**src/rtl/crc32_serial_pkg.sv**
```systemverilog
package crc32_serial_pkg;
  localparam int unsigned CRC_W = 32;
  localparam logic [CRC_W-1:0] CRC_POLY    = 32'h04C1_1DB7;
  localparam logic [CRC_W-1:0] CRC_PRESET  = {CRC_W{1'b1}};
  localparam logic [CRC_W-1:0] CRC_RESIDUE = 32'hC704_DD7B;

  // One division step, left-shift form, message bit entering at the msb end.
  function automatic logic [CRC_W-1:0] crc_step(input logic [CRC_W-1:0] cur,
                                                input logic [CRC_W-1:0] poly,
                                                input logic din);
    logic fb;
    fb = din ^ cur[CRC_W-1];
    return {cur[CRC_W-2:0], 1'b0} ^ (fb ? poly : '0);
  endfunction

  // Complement and bit-reverse the register into transmit order.
  function automatic logic [CRC_W-1:0] crc_present(input logic [CRC_W-1:0] cur);
    logic [CRC_W-1:0] r;
    for (int i = 0; i < CRC_W; i++) r[i] = ~cur[CRC_W-1-i];
    return r;
  endfunction
endpackage

```
**src/rtl/crc_byte_serializer.sv**
```systemverilog
module crc_byte_serializer #(
  parameter int unsigned BYTE_W = 8
) (
  input  logic              clk,
  input  logic              rst_n,
  input  logic              clear,
  input  logic              byte_valid,
  input  logic [BYTE_W-1:0] byte_data,
  output logic              busy,
  output logic              bit_en,
  output logic              bit_in,
  output logic              last_bit
);
  localparam int unsigned CNT_W = $clog2(BYTE_W) + 1;
  localparam logic [CNT_W-1:0] REMAIN = CNT_W'(BYTE_W - 1);

  logic [BYTE_W-1:0] hold_q;
  logic [CNT_W-1:0]  left_q;
  logic              busy_q;
  logic              accept;

  assign accept   = byte_valid & ~busy_q & ~clear;
  assign bit_en   = accept | busy_q;
  assign bit_in   = busy_q ? hold_q[0] : byte_data[0];
  assign last_bit = busy_q & (left_q == CNT_W'(1));
  assign busy     = busy_q;

  always_ff @(posedge clk or negedge rst_n) begin
    if (!rst_n) begin
      hold_q <= '0;
      left_q <= '0;
      busy_q <= 1'b0;
    end else if (clear) begin
      left_q <= '0;
      busy_q <= 1'b0;
    end else if (accept) begin
      hold_q <= byte_data >> 1;
      left_q <= REMAIN;
      busy_q <= 1'b1;
    end else if (busy_q) begin
      hold_q <= hold_q >> 1;
      left_q <= left_q - CNT_W'(1);
      if (left_q == CNT_W'(1)) busy_q <= 1'b0;
    end
  end
endmodule

```
**src/rtl/crc_lfsr.sv**
```systemverilog
module crc_lfsr
  import crc32_serial_pkg::*;
#(
  parameter logic [CRC_W-1:0] POLY   = CRC_POLY,
  parameter logic [CRC_W-1:0] PRESET = CRC_PRESET
) (
  input  logic             clk,
  input  logic             rst_n,
  input  logic             clear,
  input  logic             bit_en,
  input  logic             bit_in,
  output logic [CRC_W-1:0] state,
  output logic [CRC_W-1:0] state_nx
);
  logic [CRC_W-1:0] state_q;

  always_comb begin
    if (clear)       state_nx = PRESET;
    else if (bit_en) state_nx = crc_step(state_q, POLY, bit_in);
    else             state_nx = state_q;
  end

  always_ff @(posedge clk or negedge rst_n) begin
    if (!rst_n) state_q <= PRESET;
    else        state_q <= state_nx;
  end

  assign state = state_q;
endmodule

```
**src/rtl/crc_residue_flag.sv**
```systemverilog
module crc_residue_flag
  import crc32_serial_pkg::*;
#(
  parameter logic [CRC_W-1:0] RESIDUE = CRC_RESIDUE
) (
  input  logic             clk,
  input  logic             rst_n,
  input  logic             clear,
  input  logic             mode_check,
  input  logic             bit_en,
  input  logic             last_bit,
  input  logic [CRC_W-1:0] state_nx,
  output logic             ok
);
  logic ok_q;

  always_ff @(posedge clk or negedge rst_n) begin
    if (!rst_n)        ok_q <= 1'b0;
    else if (clear)    ok_q <= 1'b0;
    else if (last_bit) ok_q <= mode_check & (state_nx == RESIDUE);
    else if (bit_en)   ok_q <= 1'b0;
  end

  assign ok = ok_q;
endmodule

```
**src/rtl/crc32_serial_engine.sv**
```systemverilog
module crc32_serial_engine
  import crc32_serial_pkg::*;
#(
  parameter int unsigned      BYTE_W  = 8,
  parameter logic [CRC_W-1:0] POLY    = CRC_POLY,
  parameter logic [CRC_W-1:0] PRESET  = CRC_PRESET,
  parameter logic [CRC_W-1:0] RESIDUE = CRC_RESIDUE
) (
  input  logic              clk,
  input  logic              rst_n,
  input  logic              clear,
  input  logic              mode_check,
  input  logic              byte_valid,
  input  logic [BYTE_W-1:0] byte_data,
  output logic              busy,
  output logic [CRC_W-1:0]  crc_out,
  output logic              crc_ok
);
  // Named internal events, visible to the bound checker.
  logic             bit_en;
  logic             bit_in;
  logic             last_bit;
  logic [CRC_W-1:0] crc_state;
  logic [CRC_W-1:0] crc_state_nx;

  crc_byte_serializer #(.BYTE_W(BYTE_W)) u_ser (
    .clk(clk), .rst_n(rst_n), .clear(clear),
    .byte_valid(byte_valid), .byte_data(byte_data),
    .busy(busy), .bit_en(bit_en), .bit_in(bit_in), .last_bit(last_bit)
  );

  crc_lfsr #(.POLY(POLY), .PRESET(PRESET)) u_lfsr (
    .clk(clk), .rst_n(rst_n), .clear(clear),
    .bit_en(bit_en), .bit_in(bit_in),
    .state(crc_state), .state_nx(crc_state_nx)
  );

  crc_residue_flag #(.RESIDUE(RESIDUE)) u_flag (
    .clk(clk), .rst_n(rst_n), .clear(clear), .mode_check(mode_check),
    .bit_en(bit_en), .last_bit(last_bit), .state_nx(crc_state_nx),
    .ok(crc_ok)
  );

  // Transmit order: complemented register, bit-reversed.
  for (genvar i = 0; i < CRC_W; i++) begin : g_out
    assign crc_out[i] = ~crc_state[CRC_W-1-i];
  end
endmodule

```
**config.mk**
```make
export PLATFORM = sky130hd
export DESIGN_NAME = crc32_serial_engine
export DESIGN_NICKNAME = d
export VERILOG_FILES = /design/src/rtl/crc32_serial_pkg.sv /design/src/rtl/crc_byte_serializer.sv /design/src/rtl/crc_lfsr.sv /design/src/rtl/crc_residue_flag.sv /design/src/rtl/crc32_serial_engine.sv
export SDC_FILE = /design/constraint.sdc
export NUM_CORES = 1
export LEC_CHECK = 0
export BUFFER_PORTS_ARGS = -buffer_cell sky130_fd_sc_hd__buf_2
export CAP_MARGIN = 20
export CORE_AREA = 2 2 66 74
export CTS_CLUSTER_SIZE = 28
export DETAILED_ROUTE_END_ITERATION = 7
export DIE_AREA = 0 0 68 76
export PLACE_DENSITY = 0.83
export SYNTH_ARGS = -nofsm -noshare
export SYNTH_HDL_FRONTEND = slang
export SYNTH_SLANG_ARGS = --single-unit
```
**constraint.sdc**
```tcl
create_clock -name clk -period 3.38 [get_ports clk]
set_clock_uncertainty 0.2 [all_clocks]
set_input_delay 0.338 -clock clk [delete_from_list [all_inputs] [get_ports clk]]
set_output_delay 0.338 -clock clk [all_outputs]
set_load 0.005 [all_outputs]
```
Word-level counts from Yosys, hierarchy flattened

Cells that the tools add are included.
Widths: inputs -> output; s select.

Register bits: 46
Input port bits: 13
Logic and storage cells: 69
Output and inout port bits: 34

Multiplexer cells: 16
Eq/ne operators: 2
Reductions and logical operators: 4
Bitwise gates (word level): 41
$add $sub $neg: 1

Operators by type and width:

| cell                 | number |
|---|---|
| $mux 32              | 2 |
| $not 1->1            | 34 |
| $eq 32x32->1 const B | 1 |
| $xor 32x32->32       | 1 |
| $mux 27              | 1 |
| $mux 8               | 2 |
| $mux 4               | 3 |
| $mux 1               | 8 |
| $reduce_bool 3->1    | 2 |
| $and 1x1->1          | 4 |
| $eq 4x1->1 const B   | 1 |
| $sub 4x1->4 const B  | 1 |
| $reduce_and 2->1     | 1 |
| $reduce_bool 2->1    | 1 |
| $or 1x1->1           | 1 |
| $xor 1x1->1          | 1 |

Longest topological paths before layout

Depth in word-level cells: 10
Mapped depth: 9
Gate-level depth less buffers: 8

By module

Synthesis repeated with hierarchy kept, for this count alone.

Cells, all modules: 230
Area, all modules: 2615.0 um2

By module, submodules not included:

| module              | area an instance (um2) | cells an instance | times used | sequential area each (um2) |
|---|---|---|---|---|
| crc_lfsr            | 1740.4                 | 123               | 1          | 840.8 |
| crc_byte_serializer | 618.1                  | 60                | 1          | 300.3 |
| crc_residue_flag    | 136.4                  | 15                | 1          | 25.0 |
| crc32_serial_engine | 120.1                  | 32                | 1          | 0.0 |

Least setup slack after synthesis

OpenSTA, ideal clock, no wires.

Kind: reg-to-reg
Start: reg u_lfsr.state_q[31] (netlist: u_lfsr.state[31])
End: reg u_flag.ok_q (netlist: u_flag.ok)
Clock period less this slack: 2191 ps
Arrival time: 1915 ps
Path slack: 1189 ps
Required time: 3104 ps
Stages on the path, launching flop included: 8
Library setup time: 76 ps
Buffers on the path: 1
Path through: dfstp_2 > buf_2 > inv_1 > xnor2_1 > nand3_1 > a31oi_1 > or4b_1 > o21ai_1

Longest elaborated chain between the ends: 9

RTL lines:

| what                   | RTL line               | RTL |
|---|---|---|
| from (decl)            | crc_lfsr.sv:15         | `logic [CRC_W-1:0] state_q;` |
| from (signal assigned) | crc_lfsr.sv:25         | `else state_q <= state_nx;` |
| $xor 1x1->1            | crc32_serial_pkg.sv:12 | `fb = din ^ cur[CRC_W-1];` |
| $mux 27                | crc32_serial_pkg.sv:13 | `return {cur[CRC_W-2:0], 1'b0} ^ (fb ? poly : '0);` |
| $xor 32x32->32         | crc32_serial_pkg.sv:13 |  |
| $mux 32 (*)            | crc_lfsr.sv:19         | `else if (bit_en) state_nx = crc_step(state_q, POLY, bit_in);` |
| $mux 32 (*)            | crc_lfsr.sv:18         | `if (clear) state_nx = PRESET;` |
| $eq 32x32->1 (*)       | crc_residue_flag.sv:20 | `else if (last_bit) ok_q <= mode_check & (state_nx == RESIDUE);` |
| $and 1x1->1 (*)        | crc_residue_flag.sv:20 |  |
| $mux 1 (*)             | crc_residue_flag.sv:20 |  |
| $mux 1 (*)             | crc_residue_flag.sv:19 | `else if (clear) ok_q <= 1'b0;` |
| to (signal assigned)   | crc_residue_flag.sv:20 |  |
| to (decl)              | crc_residue_flag.sv:15 | `logic ok_q;` |

Mark *: on every way between the ends. The rest lies on a longest branch, timed or not.
A chain may end at the register's enable or synchronous reset.

Final worst setup path

Start: reg u_ser.busy_q (netlist: u_ser.busy)
End: reg u_flag.ok_q (netlist: u_flag.ok)

Longest elaborated chain between the ends: 10
Elaborated cells on any way between the ends: 16
Classes of those cells: eq/ne (1); mux (6); bitwise (8); reduce/logical (1)

RTL lines:

| what                                         | RTL line                                             | RTL |
|---|---|---|
| from (decl)                                  | crc_byte_serializer.sv:19                            | `logic busy_q;` |
| from (signal assigned)                       | crc_byte_serializer.sv:32                            | `busy_q <= 1'b0;` |
| from (signal assigned)                       | crc_byte_serializer.sv:35                            | `busy_q <= 1'b0;` |
| from (signal assigned)                       | crc_byte_serializer.sv:39                            | `busy_q <= 1'b1;` |
| $mux 1 or $not 1->1 (tied branches)          | crc_byte_serializer.sv:24, crc_byte_serializer.sv:22 |  |
| $xor 1x1->1 or $and 1x1->1 (tied branches)   | crc32_serial_pkg.sv:12, crc_byte_serializer.sv:22    |  |
| $mux 27 or $and 1x1->1 (tied branches)       | crc32_serial_pkg.sv:13, crc_byte_serializer.sv:22    |  |
| $xor 32x32->32 or $or 1x1->1 (tied branches) | crc32_serial_pkg.sv:13, crc_byte_serializer.sv:23    |  |
| $mux 32                                      | crc_lfsr.sv:19                                       |  |
| $mux 32                                      | crc_lfsr.sv:18                                       |  |
| $eq 32x32->1                                 | crc_residue_flag.sv:20                               |  |
| $and 1x1->1                                  | crc_residue_flag.sv:20                               |  |
| $mux 1                                       | crc_residue_flag.sv:20                               |  |
| $mux 1                                       | crc_residue_flag.sv:19                               |  |

Parallel ways exist; a longest one is shown, timed or not.

==> impl_metrics.env <==
export IMPL_maxCapViolCount=0
export IMPL_holdWs_ns=-0.000177
export IMPL_rr_endpoint="u_flag.ok"
export IMPL_power_density_nw_per_um2=503
export IMPL_tightest_slew_ns=0.981
export IMPL_setup_violations=0
export IMPL_total_power_w=0.00146
export IMPL_synth_avg_cell_area_sq_um=8.72
export IMPL_grt_pass1_wl_mm=9.83
export IMPL_p_leak_nw=1.46
export IMPL_die_h_microns=76
export IMPL_tritoncts="built"
export IMPL_hp_class="primary input to asynchronous set/reset pin"
export IMPL_ir_drop_uv=317
export IMPL_ys_flop_type="dfstp_2"
export IMPL_drc_errors=0
export IMPL_grt_usage_pct=24.6
export IMPL_post_cts_repair_setup_buffers=0
export IMPL_rsz0062_at_grt="no"
export IMPL_end_kind="register"
export IMPL_crit_required_ns=3.41
export IMPL_post_place_ws_ns=0.650
export IMPL_std_cell_rows=26
export IMPL_antenna_left=0
export IMPL_netSwitchingFraction_pct=32.0
export IMPL_final_cell_mix="46 x buf_2, 35 x inv_1, 33 x nor2_1, 32 x dfstp_2, 20 x a21oi_1"
export IMPL_worst_slack_ns=0.632
export IMPL_r2r_slack_ns=0.63
export IMPL_yosysWarnings=0
export IMPL_register_area_sq_um=1170
export IMPL_clkPwrFrac_pct=25.2
export IMPL_violations="negative hold slack"
export IMPL_routed_wl_mm=5.90
export IMPL_final_nets=343
export IMPL_comb_power_share_pct=25.4
export IMPL_p_seq_share_pct=49.4
export IMPL_h_tree_depth=2
export IMPL_insertion_delay_ns=0.30
export IMPL_core_area_sq_um=4490
export IMPL_fill_cells=396
export IMPL_ys_types=41
export IMPL_port_buffer_count=46
export IMPL_synth_cell_area_sq_um=2560
export IMPL_hold_viol=2
export IMPL_via_per_inst=5.78
export IMPL_grt_pass1_vias=2009
export IMPL_period_minus_slack_ns=2.75
export IMPL_multi_input_area_sq_um=1170
export IMPL_cts_max_path_buffers=2
export IMPL_cts_sinks=45
export IMPL_cp_max_fo=18
export IMPL_vias=2226
export IMPL_cts_resized_gates=0
export IMPL_dieArea_sq_um=5170
export IMPL_start_util_pct=57.1
export IMPL_wl_per_cell_microns=15.3
export IMPL_synth_edff_count=0
export IMPL_final_cell_count_no_fill=385
export IMPL_drive_gt1_share_pct=30.7
export IMPL_first_pass_iters=5
export IMPL_globalplace_congestion=0.841
export IMPL_synth_yosys_seq_area_share_pct=45.5
export IMPL_status="finished, violations left"
export IMPL_numCtsBuffers=5
export IMPL_fin_tns_setup_ns=0
export IMPL_cts_hold_buf=0
export IMPL_final_max_slew_viol_count=0
export IMPL_place_inst=377
export IMPL_crit_arrival_ns=2.78
export IMPL_die_x_microns=68
export IMPL_drt_iter0_drc=193
export IMPL_synth_cells=294
export IMPL_p_int_w=0.000991
export IMPL_critPathLaunchType="register"
export IMPL_crit_type="register to register"
export IMPL_ff2ff_path_depth=6
export IMPL_fmax_mhz=364
export IMPL_async_reset_ff_share_pct=100
export IMPL_grt_max_degree=56
export IMPL_dp_hpwl_mm=4.04
export IMPL_switching_power_w=0.000467
export IMPL_period_share_pct=81.3
export IMPL_synth_seq_cells=45
export IMPL_slew_headroom_pct=34.2
export IMPL_cts_root_buf="clkbuf_8"
export IMPL_rr_startpoint="u_ser.busy"
export IMPL_syn_nets=309
export IMPL_pin_count=47
export IMPL_grt_antenna_before_repair=0
export IMPL_cts_clk_slew_worst_paths_ns=0.08
export IMPL_final_common_cell="buf_2"
export IMPL_grt_overflow_total=0
export IMPL_n_antenna_cell=0
export IMPL_area_growth_pct=12.9
-- per-layer routing --
layer	wire length [microns]	global-route usage [%]	up-vias
li1	-	-	1064
met1	2630	34.7	1095
met2	2920	38.3	56
met3	264	3.99	11
met4	91	8.00	0
met5	0	0	-
-- area by class of cell --
type / count / share of cell area [%]
Tap cell: 56 / 2.42
Clock inverter: 1 / 0.173
Clock buffer: 7 / 3.33
Multi-Input combinational cell: 192 / 40.6
Timing Repair Buffer: 49 / 8.73
Inverter: 35 / 4.54
Sequential cell: 45 / 40.3
-- worst max-delay path by stage --
stage | depth (start not counted) | from | slack [ns] | end
2_1_floorplan | 7 | u_lfsr.state[31] | 1.19 | u_flag.ok
3_3_place_gp | 6 | u_ser.busy | 0.72 | u_flag.ok
3_5_place_dp | 6 | u_ser.busy | 0.65 | u_flag.ok
4_1_cts | 6 | u_ser.busy | 0.64 | u_flag.ok
5_1_grt | 6 | u_ser.busy | 0.47 | u_flag.ok
6_report | 6 | u_ser.busy | 0.63 | u_flag.ok
-- cells by family (layout without fill, tap and decap cells) --
group / Yosys count / in the layout / share of synthesized area, %
AO/OA/AOI/OAI: 66 / 66 / 17.1
AND/OR/NAND/NOR: 107 / 107 / 20.9
multiplexers: 3 / 3 / 1.66
XOR/XNOR: 14 / 14 / 5.07
buffers and inverters: 57 / 92 / 8.83
flip-flops: 45 / 45 / 45.5
adder cells (fa/ha/maj): 2 / 2 / 0.975
-- worst max-delay path, stage by stage (launching register included) --
cell     delay, ns
dfrtp_1       0.52
mux2i_4       0.27
xnor2_2       0.77
nand3_1       0.15
a31oi_1       0.19
or4b_1        0.45
o21ai_1       0.13
-- state kept, by name, indices dropped and copies added (netlist names) --
signal and flops:
u_flag.ok 1, u_lfsr.state 32, u_ser.busy 1, u_ser.hold_q 7, u_ser.left_q 4
-- Yosys cell counts, types with 4 or more instances --
library cell / instances / area share [%]
inv_1: 35 / 5.1
nor2_1: 34 / 5.0
dfstp_2: 32 / 33
a21oi_1: 20 / 3.9
nand2_1: 18 / 2.6
a211o_1: 15 / 5.1
clkbuf_1: 15 / 2.2
nor3_1: 14 / 2.7
dfrtp_1: 13 / 13
o21ai_0: 10 / 2.0
xnor2_1: 10 / 3.4
or2_2: 9 / 2.2
nor3b_1: 8 / 2.3
nand3_1: 7 / 1.4
nor4_1: 7 / 1.7
a31oi_1: 6 / 1.5
buf_2: 4 / 0.78
-- power groups by stage --
stage,Combinational [W],Sequential [W],Clock [W]
detailed placement,0.000371,0.000726,0
global placement,0.000361,0.000722,0
finish,0.000370,0.000720,0.000368
global route,0.000421,0.000729,0.000401
CTS,0.000372,0.000718,0.000377
floorplan,0.000279,0.000689,0
-- metrics by stage --
stage	area, sq um	hold slack (ns)	util [%]
2_1_floorplan	2560	-0.158	-
3_3_place_gp	2800	0.265	62.3
3_5_place_dp	2800	0.272	62.3
4_1_cts	2900	0.0171	64.5
5_1_grt	2900	0.0579	64.5
6_report	2900	-0.000177	64.5
(Power assumes the default switching activity.)
